$ cat config.mk
export PLATFORM = sky130hd
export DESIGN_NAME = mesi_line_ctrl
export DESIGN_NICKNAME = d
export VERILOG_FILES = /design/src/rtl/mesi_pkg.sv /design/src/rtl/mesi_snoop_xfer.sv /design/src/rtl/mesi_local_xfer.sv /design/src/rtl/mesi_line_ctrl.sv
export SDC_FILE = /design/constraint.sdc
export NUM_CORES = 1
export LEC_CHECK = 0
export BUFFER_PORTS_ARGS = -buffer_cell sky130_fd_sc_hd__buf_2
export CORE_MARGIN = 4
export CORE_UTILIZATION = 40
export CTS_CLUSTER_DIAMETER = 150
export CTS_CLUSTER_SIZE = 24
export DETAILED_ROUTE_END_ITERATION = 7
export GPL_ROUTABILITY_DRIVEN = 0
export SETUP_SLACK_MARGIN = 0.02
export SYNTH_ARGS = -nofsm -noshare
export SYNTH_HDL_FRONTEND = slang
export SYNTH_SLANG_ARGS = --single-unit
$ cat constraint.sdc
create_clock -name clk -period 2.8 [get_ports clk]
set_clock_uncertainty 0.2 [all_clocks]
set_input_delay 0.14 -clock clk [delete_from_list [all_inputs] [get_ports clk]]
set_output_delay 0.14 -clock clk [all_outputs]
set_load 0.01 [all_outputs]
$ cat src/rtl/mesi_pkg.sv
package mesi_pkg;

    typedef enum logic [1:0] {
        ST_I = 2'b00,
        ST_S = 2'b01,
        ST_E = 2'b10,
        ST_M = 2'b11
    } mesi_e;

    typedef enum logic [1:0] {
        BUS_NONE = 2'b00,
        BUS_RD   = 2'b01,
        BUS_RDX  = 2'b10,
        BUS_INV  = 2'b11
    } bus_op_e;

endpackage

$ cat src/rtl/mesi_snoop_xfer.sv
// Snoop-side transition for one line: next state, dirty write-back, presence.
module mesi_snoop_xfer
    import mesi_pkg::*;
(
    input  mesi_e cur,
    input  logic  own,
    output mesi_e nxt,
    output logic  wb,
    output logic  hit
);
    always_comb begin
        hit = (cur != ST_I);
        wb  = (cur == ST_M);
        nxt = cur;
        if (hit) begin
            nxt = own ? ST_I : ST_S;
        end
    end
endmodule

$ cat src/rtl/mesi_local_xfer.sv
// Processor-side transition for one line: next state and bus operation.
module mesi_local_xfer
    import mesi_pkg::*;
(
    input  mesi_e   cur,
    input  logic    write,
    input  logic    shared_in,
    output mesi_e   nxt,
    output bus_op_e op
);
    always_comb begin
        nxt = cur;
        op  = BUS_NONE;
        if (write) begin
            nxt = ST_M;
            case (cur)
                ST_I:    op = BUS_RDX;
                ST_S:    op = BUS_INV;
                default: op = BUS_NONE;
            endcase
        end else if (cur == ST_I) begin
            op  = BUS_RD;
            nxt = shared_in ? ST_S : ST_E;
        end
    end
endmodule

$ cat src/rtl/mesi_line_ctrl.sv
module mesi_line_ctrl
    import mesi_pkg::*;
#(
    parameter int IDX_W = 3
) (
    input  logic                        clk,
    input  logic                        rst_n,
    input  logic                        cpu_req_valid,
    input  logic                        cpu_req_write,
    input  logic [IDX_W-1:0]            cpu_req_idx,
    input  logic                        shared_in,
    input  logic                        snp_valid,
    input  logic                        snp_kind,
    input  logic [IDX_W-1:0]            snp_idx,
    output logic                        bus_req_valid,
    output logic [1:0]                  bus_req_op,
    output logic                        wb_req,
    output logic                        snp_shared_out,
    output logic [2*(1<<IDX_W)-1:0]     state_out
);
    localparam int NLINES = 1 << IDX_W;

    typedef struct packed {
        mesi_e [NLINES-1:0] line;
    } tags_t;

    tags_t   st_d, st_q;
    mesi_e   snp_cur, snp_nxt, loc_cur, loc_nxt;
    logic    snp_wb, snp_hit, collide;
    bus_op_e loc_op;

    assign snp_cur = st_q.line[snp_idx];
    assign collide = snp_valid && (snp_idx == cpu_req_idx);
    // Snoop wins the index: the local request sees the post-snoop state.
    assign loc_cur = collide ? snp_nxt : st_q.line[cpu_req_idx];

    mesi_snoop_xfer u_snoop (
        .cur (snp_cur),
        .own (snp_kind),
        .nxt (snp_nxt),
        .wb  (snp_wb),
        .hit (snp_hit)
    );

    mesi_local_xfer u_local (
        .cur       (loc_cur),
        .write     (cpu_req_write),
        .shared_in (shared_in),
        .nxt       (loc_nxt),
        .op        (loc_op)
    );

    always_comb begin
        st_d = st_q;
        if (snp_valid) begin
            st_d.line[snp_idx] = snp_nxt;
        end
        if (cpu_req_valid) begin
            st_d.line[cpu_req_idx] = loc_nxt;
        end
    end

    always_ff @(posedge clk) begin
        if (!rst_n) begin
            st_q <= '0;
        end else begin
            st_q <= st_d;
        end
    end

    assign bus_req_valid  = cpu_req_valid && (loc_op != BUS_NONE);
    assign bus_req_op     = cpu_req_valid ? loc_op : BUS_NONE;
    assign wb_req         = snp_valid && snp_wb;
    assign snp_shared_out = snp_valid && snp_hit;
    assign state_out      = st_q;

endmodule

# [Yosys cells after proc, flatten, opt, wreduce, memory -nomap -nowiden]
# Index checks and enable logic that the tools add are counted.
[totals] wordCells=46 out_inout_bits=21 input_bits=13 ff_bits=16
[op_classes] n_reduce_logical=9 muxes=22 magnitude_cmp=4 eq_ne=3
[ops] cell="16-bit bitwise mux" n=2
[ops] cell="16-bit 2-to-1 mux" n=2
[ops] cell="2-bit 2-to-1 mux" n=11
[ops] cell="2-bit binary-select mux with 3-bit select" n=2
[ops] cell="2-bit demux with 3-bit select" n=2
[ops] cell="3-bit by 4-bit < comparator with 1-bit output, second input constant" n=2
[ops] cell="3-bit by 1-bit greater-or-equal comparator with 1-bit output, second input constant" n=2
[ops] cell="1-bit logical AND" n=6
[ops] cell="2-bit one-hot mux with 2 select lines" n=1
[ops] cell="2-bit nonzero test" n=2
[ops] cell="3-bit == test" n=1
[ops] cell="2-bit by 1-bit == test with 1-bit output, second input constant" n=1
[ops] cell="2-bit == test, second input constant" n=1
[ops] cell="2-bit zero test" n=1
[ops] cell="1-bit 2-to-1 mux" n=2

# [Logic depth before layout (Yosys ltp)]
# Gate-level depths: netlist (run 1).
[logic_depth] depth_word=10 depth_mapped=7

# [By module]
# A second synthesis (run 1) with hierarchy kept.
[hier_totals] cells_unflattened=142 area_unflattened_um2=1337.5
[by_module_without_submodules] module="mesi_line_ctrl" area_each_um2=1262.5 cells_per_inst=129 seq_area_each_um2=320.3 instances=1
[by_module_without_submodules] module="mesi_local_xfer" area_each_um2=40.0 cells_per_inst=8 seq_area_each_um2=0.0 instances=1
[by_module_without_submodules] module="mesi_snoop_xfer" area_each_um2=35.0 cells_per_inst=5 seq_area_each_um2=0.0 instances=1

# [Worst setup path before layout (run 1)]
# No wires, ideal clock.
[synth_timing] path_type="register to register" from="register st_q (netlist bit state_out[12])" to="register st_q (netlist bit state_out[10])" slack_ns=0.715 setup_time_ns=0.086 arrival_time_ns=1.799 t_required_ns=2.514 stages_incl_launch_ff=7 cell_sequence="dfxtp_1 -> mux2i_1 -> mux4_2 -> o31a_1 -> buf_6 -> or3_1 -> a221oi_2"
[synth_between] elab_chain_cells=10 elab_cells_between_ends=14 cone_classes="mux (12); reduce/logical (2)"
[synth_lines] element="start, declared" line="mesi_line_ctrl.sv:27" text="tags_t st_d, st_q;"
[synth_lines] element="start signal, assigned" line="mesi_line_ctrl.sv:67" text="st_q <= st_d;"
[synth_lines] element="2-bit binary-select mux with 3-bit select" line="mesi_line_ctrl.sv:32" text="assign snp_cur = st_q.line[snp_idx];"
[synth_lines] element="2-bit 2-to-1 mux (not written as such)" line="mesi_line_ctrl.sv:32"
[synth_lines] element="2-bit nonzero test" line="mesi_snoop_xfer.sv:12" text="hit = (cur != ST_I);"
[synth_lines] element="2-bit 2-to-1 mux" line="mesi_snoop_xfer.sv:15" text="if (hit) begin"
[synth_lines] element="2-bit 2-to-1 mux" line="mesi_line_ctrl.sv:35" text="assign loc_cur = collide ? snp_nxt : st_q.line[cpu_req_idx];"
[synth_lines] element="2-bit zero test" line="mesi_local_xfer.sv:21" text="end else if (cur == ST_I) begin"
[synth_lines] element="2-bit 2-to-1 mux" line="mesi_local_xfer.sv:21"
[synth_lines] element="2-bit 2-to-1 mux" line="mesi_local_xfer.sv:14" text="if (write) begin"
[synth_lines] element="16-bit bitwise mux" line="mesi_line_ctrl.sv:59" text="st_d.line[cpu_req_idx] = loc_nxt;"
[synth_lines] element="16-bit 2-to-1 mux *" line="mesi_line_ctrl.sv:58" text="if (cpu_req_valid) begin"
# Mark *: on every way between the ends. The rest lies on a longest branch, timed or not. The select of a mux whose other input is x is not followed.
# A chain may end at the register's enable or synchronous reset.

# [Worst setup path after layout (run 1)]
[layout_timing] from="register st_q (netlist bit state_out[11])" to="output port bus_req_op[0]"
[layout_between] elab_chain_cells=9 elab_cells_between_ends=13 cone_classes="eq/ne (1); mux (10); reduce/logical (2)"
[layout_lines] element="2-bit binary-select mux with 3-bit select" line="mesi_line_ctrl.sv:32"
[layout_lines] element="2-bit 2-to-1 mux (not written as such)" line="mesi_line_ctrl.sv:32"
[layout_lines] element="2-bit nonzero test" line="mesi_snoop_xfer.sv:12"
[layout_lines] element="2-bit 2-to-1 mux" line="mesi_snoop_xfer.sv:15"
[layout_lines] element="2-bit 2-to-1 mux *" line="mesi_line_ctrl.sv:35"
[layout_lines] element="2-bit by 1-bit == test with 1-bit output or 2-bit zero test (tied branches)" line="mesi_local_xfer.sv:16, mesi_local_xfer.sv:21"
[layout_lines] element="2-bit one-hot mux with 2 select lines or 1-bit 2-to-1 mux (tied branches)" line="mesi_local_xfer.sv:16, mesi_local_xfer.sv:21"
[layout_lines] element="2-bit 2-to-1 mux *" line="mesi_local_xfer.sv:14"
[layout_lines] element="2-bit 2-to-1 mux *" line="mesi_line_ctrl.sv:72" text="assign bus_req_op = cpu_req_valid ? loc_op : BUS_NONE;"
[layout_lines] element="end, declared" line="mesi_line_ctrl.sv:16" text="output logic [1:0] bus_req_op,"
# Marks and branches as above.

==> results.sh, run 1 <==
export IMPL_status="finished clean"
export IMPL_synth_top_area_cell="dfxtp_1"
export IMPL_setup_viol=0
export IMPL_seq_area_frac_synth_pct=22.6
export IMPL_r2r_start="state_out[11]"
export IMPL_cts_resized=0
export IMPL_drv_cap=0
export IMPL_slew_headroom_pct=60.8
export IMPL_synth_area_sq_mm=0.00142
export IMPL_ys_async_sr_fraction_pct=0
export IMPL_dr_pass1_iters=4
export IMPL_nets=217
export IMPL_yosys_top_cells_count="21 x nor2_1, 16 x dfxtp_1, 11 x mux2i_1, 11 x nand3_1"
export IMPL_worstPathArrival_ps=2170
export IMPL_grt_use_met2_pct=32.2
export IMPL_clkSinkCount=16
export IMPL_peakVddDrop_uv=138
export IMPL_syn_mean_instance_area_sq_um=7.99
export IMPL_largest_register_ff_count=16
export IMPL_synth_compound_area_share_pct=26.2
export IMPL_layout_setup_ws_ps=289
export IMPL_place_area_sq_mm=0.00159
export IMPL_final_area_sq_mm=0.00162
export IMPL_busiest_layer="met2"
export IMPL_cp_max_fo=4
export IMPL_ant_nets=0
export IMPL_synth_area_leaders="dfxtp_1 23%, a221oi_2 8.5%, mux2i_1 7.8%"
export IMPL_insertion_delay_ps=300
export IMPL_use_met1_pct=25.5
export IMPL_p_leak_uw=0.000622
export IMPL_power_uw=566
export IMPL_end_kind="primary output"
export IMPL_critical_path_top_delay_family="multiplexers"
export IMPL_synth_top_area_share_pct=22.6
export IMPL_die_h_um=67.5
export IMPL_cp_startpoint="state_out[11]"
export IMPL_yosys_warnings=0
export IMPL_remaining_drc_errors=0
export IMPL_period_share_pct=89.7
export IMPL_core_sq_mm=0.00339
export IMPL_hold_buffers=0
export IMPL_report_final_hold_viol_count=0
export IMPL_grt_usage_pct=19.8
export IMPL_slowest_delay_ps=420
export IMPL_antenna_found_initial=0
export IMPL_grt_max_degree=20
export IMPL_synth_xor_area_share_pct=1.86
export IMPL_hpwlAfterDp_um=3210
export IMPL_clk_pin_slew_worst_paths_ps=90
export IMPL_drive_gt1_share_pct=27.1
export IMPL_netlist_instances=177
export IMPL_max_freq_mhz=398
export IMPL_synth_cell_types=40
export IMPL_drt_vias_per_instance=6.08
export IMPL_drv_slew=0
export IMPL_timing_hold_ws_ps=40.9
export IMPL_antennaDiodeCount=0
export IMPL_wl_per_cell_um=16.7
export IMPL_power_density_mw_per_mm2=349
export IMPL_fillerInstances=347
export IMPL_synth_main_ff_cell="dfxtp_1"
export IMPL_tightest_slew_ps=584
export IMPL_wirelength_um=4150
export IMPL_cts_max_path_buffers=2
export IMPL_synth_seq_cells=16
export IMPL_cts_root_buf="clkbuf_4"
export IMPL_grt_pass1_wl_um=6780
export IMPL_initial_utilization_pct=41.7
export IMPL_die_x_um=67.5
export IMPL_vias=1514
export IMPL_cts_buffers=3
export IMPL_synth_top_family_by_area="simple AND/OR/NAND/NOR gates"
export IMPL_synth_fp_nets=190
export IMPL_grt_pass1_vias=1388
export IMPL_io_buffers=33
export IMPL_num_rows=21
export IMPL_yosys_area_share_simple_pct=28.8
export IMPL_cp_slowest_cell="nor4b_1"
export IMPL_h_tree_depth=1
export IMPL_yosys_mux_area_fraction_pct=14.1
export IMPL_boundaryPins=34
export IMPL_postCtsSetupBuffers=0
export IMPL_period_needed_ps=2510
export IMPL_startpoint_type="flop"
export IMPL_synth_edff_count=0
export IMPL_hp_class="in -> reg"
export IMPL_synthAdderAreaFrac_pct=0
export IMPL_use_met3_pct=3.16
export IMPL_synth_most_common_cell="nor2_1"
export IMPL_min_delay_start="cpu_req_idx[1]"
export IMPL_drtIter0Drc=113
export IMPL_fin_setup_tns_ps=0
export IMPL_rsz0062_at_grt="false"
export IMPL_crit_type="reg -> out"
export IMPL_syn_to_final_growth_pct=14.6
export IMPL_post_place_ws_ps=422
export IMPL_cp_cell_sequence="mux2i_1 -> nor4b_1 -> o31ai_1 -> a21oi_1 -> mux2_2 -> buf_2"
export IMPL_die_area_sq_mm=0.00455
export IMPL_grt_overflow=0
export IMPL_cts_tree="done"
export IMPL_path_buf_inv=1
export IMPL_cp_data_required_time_ps=2460
## worst min-delay path, delay by kind of cell
family / cells / cell delay (ps)
buffers and inverters: 1 / 180
AOI/OAI and AO/OA: 1 / 80
and+or+nand+nor: 1 / 90
## per-stage QoR
stage | cells | util [%]
after detailed placement | 245 | 46.8
after global routing | 249 | 47.8
after CTS | 249 | 47.8
final | 249 | 47.8
after global placement | 245 | 46.8
after floorplan | 177 | -
## final timing paths
path,cells after the start,to,slack (ps)
max,6,bus_req_op[0],290
max reg2reg,5,state_out[6],500
min,3,state_out[13],40
min reg2reg,2,state_out[8],420
## placed cells by master (no fill, tap or decap), types with 6 or more instances in the layout
| cell type | synthesis | layout |
|---|---|---|
| buf_2 | 3 | 33 |
| inv_1 | 6 | 6 |
| a221oi_2 | 8 | 8 |
| nor2_1 | 21 | 21 |
| nand3_1 | 11 | 11 |
| a21oi_1 | 10 | 10 |
| mux2i_1 | 11 | 11 |
| or3_1 | 8 | 8 |
| a31oi_1 | 8 | 8 |
| dfxtp_1 | 16 | 16 |
| nand2b_1 | 6 | 6 |
| o21ai_0 | 8 | 8 |
| nand2_1 | 10 | 10 |
## metal layers
metal / up-vias / wire, um
met2: 51 / 1890
li1: 732 / -
met4: 0 / 100
met5: - / 0
met3: 9 / 277
met1: 722 / 1890
## kinds of logic (layout without fill, tap and decap cells)
| family | count (synthesis) | count (layout) |
|---|---|---|
| AOI/OAI and AO/OA | 48 | 48 |
| xor gates and xnor gates | 3 | 3 |
| buffers and inverters | 19 | 45 |
| DFF | 16 | 16 |
| muxes | 16 | 16 |
| and+or+nand+nor | 75 | 75 |
## power by group
group | internal [uW] | switching (uW) | total, uW
Clock | 79.4 | 75.6 | 155
Combinational | 62.9 | 99.6 | 163
Sequential | 237 | 11.4 | 248
## final cells by class
class / instances / area [sq um] / area share [%]
well taps: 46 / 57.6 / 3.55
multi-input cells: 142 / 1000 / 62.0
inverters: 6 / 22.5 / 1.39
repair buffers: 35 / 180 / 11.1
clock buffers: 4 / 36.3 / 2.24
flip-flops and latches: 16 / 320 / 19.8
Note: power is estimated with default switching activity, not from simulation.
==> run 2, diff against run 1 <==
--- a/config.mk
+++ b/config.mk
@@ -5,12 +5,12 @@
 export SDC_FILE = /design/constraint.sdc
 export NUM_CORES = 1
 export LEC_CHECK = 0
-export BUFFER_PORTS_ARGS = -buffer_cell sky130_fd_sc_hd__buf_2
 export CORE_MARGIN = 4
 export CORE_UTILIZATION = 40
 export CTS_CLUSTER_DIAMETER = 150
 export CTS_CLUSTER_SIZE = 24
 export DETAILED_ROUTE_END_ITERATION = 7
+export DONT_BUFFER_PORTS = 1
 export GPL_ROUTABILITY_DRIVEN = 0
 export SETUP_SLACK_MARGIN = 0.02
 export SYNTH_ARGS = -nofsm -noshare
==> run 2 against run 1 <==
  * The run now ends with hold timing left
  * Cell count is 6.8% lower
  * Critical path type is now reg -> reg
  * Final area is 0.23% higher
  * Routed wire length is 12% higher
  * Sequential power is 3% higher
  * Utilization is 0.11 points higher
  * First-iteration DRC count is 13% lower
  * Die area stayed put
  * Via count is 0.13% lower
  * Combinational power is 17% lower
  * Largest cell class unchanged
==> results.sh, run 2 (synthesis gave the netlist of run 1 again) <==
export IMPL_status="finished with violations"
export IMPL_violations="hold timing"
export IMPL_vias=1512
export IMPL_grt_max_degree=20
export IMPL_report_final_hold_viol_count=1
export IMPL_cts_buffers=3
export IMPL_wl_per_cell_um=20.0
export IMPL_path_buf_inv=1
export IMPL_critical_path_top_delay_family="multiplexers"
export IMPL_timing_hold_ws_ps=-0.933
export IMPL_antennaDiodeCount=0
export IMPL_final_area_sq_mm=0.00163
export IMPL_die_x_um=67.5
export IMPL_setup_viol=0
export IMPL_initial_utilization_pct=41.7
export IMPL_post_place_ws_ps=520
export IMPL_cts_max_path_buffers=2
export IMPL_layout_setup_ws_ps=279
export IMPL_crit_type="reg -> reg"
export IMPL_io_buffers=0
export IMPL_cts_tree="done"
export IMPL_cp_slowest_cell="dlygate4sd3_1"
export IMPL_slowest_delay_ps=550
export IMPL_grt_usage_pct=20.9
export IMPL_wirelength_um=4650
export IMPL_max_freq_mhz=397
export IMPL_nets=200
export IMPL_drv_cap=0
export IMPL_clkSinkCount=16
export IMPL_mostFrequentLayoutCell="nor2_1"
export IMPL_die_area_sq_mm=0.00455
export IMPL_hp_class="in -> reg"
export IMPL_insertion_delay_ps=290
export IMPL_cp_cell_sequence="mux2i_1 -> mux4_2 -> o21ai_2 -> a31oi_1 -> nand2_1 -> dlygate4sd3_1"
export IMPL_grt_overflow=0
export IMPL_die_h_um=67.5
export IMPL_rsz0062_at_grt="false"
export IMPL_startpoint_type="flop"
export IMPL_largest_register_ff_count=16
export IMPL_clk_pin_slew_worst_paths_ps=100
export IMPL_p_leak_uw=0.000522
export IMPL_drive_gt1_share_pct=11.3
export IMPL_ant_nets=0
export IMPL_cp_data_required_time_ps=2840
export IMPL_ff2ff_setup_slack_ps=280
export IMPL_drt_vias_per_instance=6.52
export IMPL_fin_setup_tns_ps=0
export IMPL_power_density_mw_per_mm2=337
export IMPL_drtIter0Drc=98
export IMPL_fillerInstances=324
export IMPL_dr_pass1_iters=4
export IMPL_period_needed_ps=2520
export IMPL_boundaryPins=34
export IMPL_worstPathArrival_ps=2560
export IMPL_cp_max_fo=8
export IMPL_h_tree_depth=1
export IMPL_end_kind="flop"
export IMPL_syn_to_final_growth_pct=14.9
export IMPL_postCtsSetupBuffers=0
export IMPL_slew_headroom_pct=56.1
export IMPL_remaining_drc_errors=0
export IMPL_tightest_slew_ps=654
export IMPL_place_area_sq_mm=0.00141
export IMPL_grt_pass1_wl_um=7090
export IMPL_period_share_pct=90.0
export IMPL_grt_pass1_vias=1362
export IMPL_drv_slew=0
export IMPL_peakVddDrop_uv=254
export IMPL_antenna_found_initial=0
export IMPL_layout_common_cells="21 x nor2_1, 18 x dlygate4sd3_1, 16 x dfxtp_1"
export IMPL_cts_root_buf="clkbuf_4"
export IMPL_hpwlAfterDp_um=3160
export IMPL_core_sq_mm=0.00339
export IMPL_num_rows=21
-- run 2: cell types whose count changed in the layout (fill, tap and decap cells not counted) --
| cell | delta |
|---|---|
| buf_2 | -33 |
| buf_4 | -2 |
| dlygate4sd3_1 | +18 |
| o21ai_1 | -1 |
| o21ai_2 | +1 |
-- run 2: where the power goes --
part / switching, uW / internal (uW)
clock: 78.4 / 79.2
combinational: 73.6 / 61.6
sequential: 18.0 / 237
-- run 2: worst reg2reg max path: stages (launching register included) --
cell	delay, ps
dfxtp_1	450
mux2i_1	150
mux4_2	520
o21ai_2	360
a31oi_1	140
nand2_1	90
dlygate4sd3_1	550
-- run 2: final cells by class --
cell class	instances	area [sq um]	share of cell area, %
flip-flops and latches	16	320	19.7
repair buffers	18	180	11.1
clock buffers	4	36.3	2.23
inverters	6	22.5	1.39
multi-input cells	142	1010	62.0
well taps	46	57.6	3.54
-- run 2: final timing paths --
kind                        to          from  depth (start not counted)
setup / recovery  state_out[3]  state_out[7]                          6
hold / removal    state_out[0]    snp_idx[1]                          3
setup reg to reg  state_out[3]  state_out[7]                          6
hold reg to reg   state_out[8]  state_out[8]                          2
-- run 2: stage by stage --
stage	total power (uW)	instances	util, %
detailed placement	366	210	41.5
CTS	544	230	47.2
global placement	364	210	41.5
global route	575	232	48.0
floorplan	368	177	-
finish	548	232	48.0
-- run 2: timing repair --
action / 4_1_cts / 5_1_grt
gates resized for setup: 0 / 1
endpoints found under the setup margin: 0 / 1
hold endpoints to repair: 16 / 1
hold buffers: 16 / 2
-- run 2: layer usage --
layer  global-route usage [%]  part of all wire, %  vias to the layer above
met4                     10.6                  3.1                        0
li1                         -                    -                      696
met1                     27.2                   40                      713
met2                     30.9                   45                       91
met5                        0                    0                        -
met3                     6.66                   13                       12
